File: src/rtl/wrr_sched_pkg.sv
package wrr_sched_pkg;
  localparam int ROUNDS = 8;
  localparam int RW     = $clog2(ROUNDS);
  localparam logic [ROUNDS-1:0] FULL_MASK = '1;
  typedef logic [RW-1:0] round_t;
endpackage

File: src/rtl/wrr_cfg_check.sv
module wrr_cfg_check
  import wrr_sched_pkg::*;
#(
  parameter int NQ = 8
) (
  input  logic [NQ*ROUNDS-1:0] cfg_mask,
  input  logic [NQ-1:0]        cfg_static,
  input  logic [NQ-1:0]        cfg_tail,
  input  logic [NQ-1:0]        cfg_stail,
  output logic [NQ-1:0]        listed,
  output logic                 bad
);
  logic [NQ-1:0] next_static;
  logic [NQ-1:0] row_bad;

  // listed: up to and including the first tail flag
  assign listed[0] = 1'b1;
  genvar i;
  generate
    for (i = 1; i < NQ; i++) begin : g_list
      assign listed[i] = listed[i-1] & ~cfg_tail[i-1];
    end
    for (i = 0; i < NQ; i++) begin : g_row
      if (i == NQ - 1) begin : g_last
        assign next_static[i] = 1'b0;
      end else begin : g_mid
        assign next_static[i] = listed[i+1] & cfg_static[i+1];
      end
      logic gap;
      if (i == 0) begin : g_first
        assign gap = 1'b0;
      end else begin : g_other
        assign gap = cfg_static[i] & ~cfg_static[i-1];
      end
      logic stail_exp;
      assign stail_exp = cfg_static[i] & ~next_static[i];
      assign row_bad[i] = listed[i] &
                          (gap | (cfg_stail[i] != stail_exp) |
                           (cfg_static[i] & (cfg_mask[i*ROUNDS +: ROUNDS] != FULL_MASK)));
    end
  endgenerate

  assign bad = |row_bad;
endmodule

File: src/rtl/wrr_first_from.sv
module wrr_first_from #(
  parameter int N  = 8,
  localparam int IW = $clog2(N)
) (
  input  logic [N-1:0] vec,
  input  logic [IW:0]  start,
  output logic         found,
  output logic [IW-1:0] idx
);
  always_comb begin
    found = 1'b0;
    idx   = '0;
    for (int i = 0; i < N; i++) begin
      if (!found && vec[i] && (i >= int'(start))) begin
        found = 1'b1;
        idx   = IW'(i);
      end
    end
  end
endmodule

File: src/rtl/wrr_queue_sched.sv
module wrr_queue_sched
  import wrr_sched_pkg::*;
#(
  parameter int NQ = 8,
  localparam int QW = $clog2(NQ)
) (
  input  logic                 clk,
  input  logic                 rst_n,
  input  logic [NQ*ROUNDS-1:0] cfg_mask,
  input  logic [NQ-1:0]        cfg_static,
  input  logic [NQ-1:0]        cfg_tail,
  input  logic [NQ-1:0]        cfg_stail,
  input  logic [NQ-1:0]        q_nonempty,
  output logic                 grant_valid,
  input  logic                 grant_ready,
  output logic [QW-1:0]        grant_qid,
  output logic                 cfg_error
);
  logic [NQ-1:0] listed;
  logic [NQ-1:0] st_cand;
  logic [NQ-1:0] rr_cand;
  round_t        round_q;
  logic [QW:0]   ptr_q;
  logic          gv_q;
  logic [QW-1:0] gq_q;
  logic          gstat_q;
  logic          st_found, rr_found;
  logic [QW-1:0] st_idx, rr_idx;

  wrr_cfg_check #(.NQ(NQ)) u_check (
    .cfg_mask  (cfg_mask),
    .cfg_static(cfg_static),
    .cfg_tail  (cfg_tail),
    .cfg_stail (cfg_stail),
    .listed    (listed),
    .bad       (cfg_error)
  );

  genvar i;
  generate
    for (i = 0; i < NQ; i++) begin : g_cand
      assign st_cand[i] = listed[i] & cfg_static[i] & q_nonempty[i];
      assign rr_cand[i] = listed[i] & ~cfg_static[i] & q_nonempty[i] &
                          cfg_mask[i*ROUNDS + int'(round_q)];
    end
  endgenerate

  wrr_first_from #(.N(NQ)) u_st_pick (
    .vec(st_cand), .start('0), .found(st_found), .idx(st_idx)
  );

  wrr_first_from #(.N(NQ)) u_rr_pick (
    .vec(rr_cand), .start(ptr_q), .found(rr_found), .idx(rr_idx)
  );

  always_ff @(posedge clk) begin
    if (!rst_n) begin
      round_q <= '0;
      ptr_q   <= '0;
      gv_q    <= 1'b0;
      gq_q    <= '0;
      gstat_q <= 1'b0;
    end else if (cfg_error) begin
      gv_q <= 1'b0;
    end else if (gv_q) begin
      if (grant_ready) begin
        gv_q <= 1'b0;
        if (!gstat_q) ptr_q <= {1'b0, gq_q} + 1'b1;
      end
    end else if (st_found) begin
      gv_q    <= 1'b1;
      gq_q    <= st_idx;
      gstat_q <= 1'b1;
    end else if (rr_found) begin
      gv_q    <= 1'b1;
      gq_q    <= rr_idx;
      gstat_q <= 1'b0;
    end else begin
      round_q <= round_q + 1'b1;
      ptr_q   <= '0;
    end
  end

  assign grant_valid = gv_q;
  assign grant_qid   = gq_q;
endmodule

File: config.mk
export PLATFORM = sky130hd
export DESIGN_NAME = wrr_queue_sched
export DESIGN_NICKNAME = d
export VERILOG_FILES = /design/src/rtl/wrr_sched_pkg.sv /design/src/rtl/wrr_cfg_check.sv /design/src/rtl/wrr_first_from.sv /design/src/rtl/wrr_queue_sched.sv
export SDC_FILE = /design/constraint.sdc
export NUM_CORES = 1
export LEC_CHECK = 0
export BUFFER_PORTS_ARGS = -buffer_cell sky130_fd_sc_hd__buf_4
export CORE_AREA = 2 2 73 75
export CTS_BUF_LIST = sky130_fd_sc_hd__clkbuf_16
export DETAILED_ROUTE_END_ITERATION = 10
export DIE_AREA = 0 0 75 77
export PLACE_DENSITY_LB_ADDON = 0.1
export SLEW_MARGIN = 25
export SYNTH_ARGS = -nofsm -noshare
export SYNTH_HDL_FRONTEND = slang
export SYNTH_SLANG_ARGS = --single-unit
File: constraint.sdc
create_clock -name clk -period 2.87 [get_ports clk]
set_input_delay 0.4305 -clock clk [delete_from_list [all_inputs] [get_ports clk]]
set_output_delay 0.4305 -clock clk [all_outputs]
set_load 0.02 [all_outputs]
==> flow_summary_export.csv <==
group,metric,value,unit
status,outcome,"complete, no violations",
global_routing,grt_max_degree,32,
drt,vias_per_cell,5.64,
timing,fin_crit,2.71,ns
synthesis,seq_area_frac_synth,12.3,%
synthesis,syn_area,0.00196,mm^2
die,die_h,77,um
synthesis,ys_seq_elements,12,
clocking,root_buffer,"clkbuf_16",
placement,dp_hpwl,5550,um
timing,finalHoldViolCount,0,
clocking,cts_hold_repair.buffers,0,
global_routing,grt_util_all_layers,23.4,%
clocking,cts_tree,"done",
synthesis,synthCells,264,
critical_path,max_stage_delay,0.62,ns
timing,clock_skew,0.00448,ns
critical_path,cp_top_family,"simple AND/OR/NAND/NOR gates",
die,die_w,75,um
critical_path,crit_buf_inv,3,
global_routing,grt_overflow_total,0,
timing,final.period_utilization,94.5,%
drt,wl,6670,um
critical_path,rr_endpoint,"round_q[2]",
timing,fmax,369,MHz
critical_path,path_class,"in -> out",
worst_hold_path,hold_path_class,"reg -> reg",
synthesis,yosysMostFrequentCell,"mux2i_1",
clocking,cts_num_sinks,12,
flow_run,maxCapViolCount,0,
drt,num_vias,2466,
critical_path,cp_data_required_time,2.44,ns
critical_path,crit_path_start_kind,"input pin",
synthesis,synth_nets,365,
critical_path,critPathCaptureType,"output pin",
timing,rsz0062_at_grt,"false",
critical_path,reg2reg_from,"round_q[2]",
timing,finalMaxSlewViolations,0,
global_routing,grt_pass1_wl,10800,um
power,power_leakage,1.16,nW
clocking,clk_latency,0.24,ns
clocking,post_cts_buffers,0,
critical_path,crit_path_frequent_cell,"buf_4",
clocking,cts_buffers,3,
die,fp-row-count,26,
finish,drive_gt1_share,34.3,%
critical_path,cpMaxStageDelayCell,"or4_1",
power,totalPowerFinal,0.692,mW
critical_path,r2r_cells,7,
timing,setup_viol,0,
critical_path,crit_chain,"buf_4, or4_1, or3_1, a21oi_1, nor3_1, and3_1, inv_4, buf_4",
synthesis,synth_cell_type_count,60,
synthesis,yosysWarnings,0,
die,io_pins,104,
synthesis,synth_edf_count,0,
die,start_util,39.4,%
timing,worst_slew_pin_slew,0.581,ns
synthesis,synth_top_area_share,17.9,%
power,power_density,238,mW/mm^2
drt,drc,0,
clocking,htreeDepth,1,
global_routing,antenna_found_initial,0,
critical_path,worstPathArrival,2.28,ns
drt,first_iter_violations,141,
worst_hold_path,hold_path_depth,2,
global_routing,grt_pass1_vias,2338,
die,core-area,0.00498,mm^2
placement,io_buffers,102,
power,peakVddDrop,347,uV
die,dieArea,0.00578,mm^2
finish,area_growth_syn_to_layout,48.4,%
worst_hold_path,min_from,"gstat_q",
synthesis,synthTopCellsByCount,"mux2i_1, nand2_1, nand4_1",
timing,setup_tns,0,ns
drt,wire_per_inst,15.3,um
synthesis,syn_area_per_cell,7.42,um^2
timing,slew_headroom,60.2,%
synthesis,synth.area.top_cells,"mux2i_1, dfxtp_1, nand2_1, nand4_1, a21oi_1",
synthesis,yosysTopAreaCell,"mux2i_1",
synthesis,ys.flop_type,"dfxtp_1",
finish,num_antenna_cells,0,
drt,antenna_left,0,
clocking,clkTransAtPathRegs,0.04,ns
worst_hold_path,worstHoldEndpoint,"gstat_q",
critical_path,cp_max_fo,13,
finish,nets,470,
clocking,cts_resized,0,
clocking,cts_max_path_buffers,2,
critical_path,reg2reg_slack,0.25,ns
placement,gp_congestion,0.889,
synthesis,synth_async_sr_flop_share,0,%
drt,dr.pass1.iters,4,
-- layer usage --
layer  up-vias  GRT usage (%)  share of wire, %
met5         -              0                 0
met4         0           5.89               1.0
met3         5           1.71               6.1
met2        65           39.4                48
li1       1253              -                 -
met1      1143           31.7                44
-- flip-flops by register name (all words and copies together) (netlist names) --
name and cells:
ptr_q 4, grant_qid 3, round_q 3, grant_valid 1
gstat_q 1
-- cell type report --
class / instances / area [um^2]
clock buffers: 3 / 75.1
multi-input cells: 237 / 1640
fillers: 502 / 2070
repair buffers: 111 / 846
inverters: 4 / 17.5
flip-flops and latches: 12 / 240
well taps: 70 / 87.6
-- per-stage QoR --
step | hold slack [ns] | util [%] | cell area [um^2] | cells | setup slack (ns)
4_1_cts | 0.474 | 58.2 | 2900 | 437 | 0.0952
6_report | 0.472 | 58.4 | 2910 | 437 | 0.157
2_1_floorplan | 0.449 | - | 1960 | 264 | 0.390
5_1_grt | 0.485 | 58.4 | 2910 | 437 | 0.00232
3_5_place_dp | 0.472 | 56.7 | 2820 | 434 | 0.0522
3_3_place_gp | 0.471 | 56.7 | 2820 | 434 | 0.105
-- tightest hold or removal path, cell delays in order (launching register included) --
cell and delay [ns]:
dfxtp_1 0.30, o31ai_1 0.06, a21oi_1 0.06
-- worst max path at each step --
stage,from,to,slack [ns],depth (start not counted)
2_1_floorplan,cfg_tail[0],cfg_error,0.39,8
3_3_place_gp,cfg_tail[0],grant_qid[1],0.10,8
3_5_place_dp,cfg_tail[0],grant_qid[0],0.05,8
4_1_cts,round_q[2],round_q[2],0.1,7
5_1_grt,round_q[2],round_q[2],0.002,7
6_report,cfg_tail[0],cfg_error,0.16,8
-- cells in the final DEF, fill, tap and decap left out, drive strengths merged, types with 5 or more instances in the layout --
master / netlist / final
nand4: 16 / 16
mux2i: 35 / 35
and2: 5 / 5
nand3: 11 / 11
nand2b: 7 / 7
mux2: 5 / 5
nor2: 13 / 13
a22oi: 6 / 6
buf: 9 / 111
nand2: 29 / 29
nor3: 13 / 13
nor4: 7 / 7
o21ai: 12 / 12
dfxtp: 12 / 12
a21oi: 15 / 15
-- where the power goes --
part	leakage (nW)	total (mW)	switching [mW]	internal, mW
Sequential	0.0968	0.172	0.00243	0.170
Combinational	1.02	0.268	0.117	0.150
Clock	0.0370	0.252	0.0704	0.181
Total	1.16	0.692	0.190	0.501
-- cell families (layout without fill, tap and decap cells) --
group	count (synthesis)	after routing	synth area share, %
AO/OA/AOI/OAI	58	58	20.1
XOR/XNOR	1	1	0.447
adder cells (fa/ha/maj)	2	2	1.28
buffers and inverters	15	118	4.41
flip-flops	12	12	12.3
multiplexers	41	41	21.9
AND/OR/NAND/NOR	135	135	39.7
(Power assumes the default switching activity.)
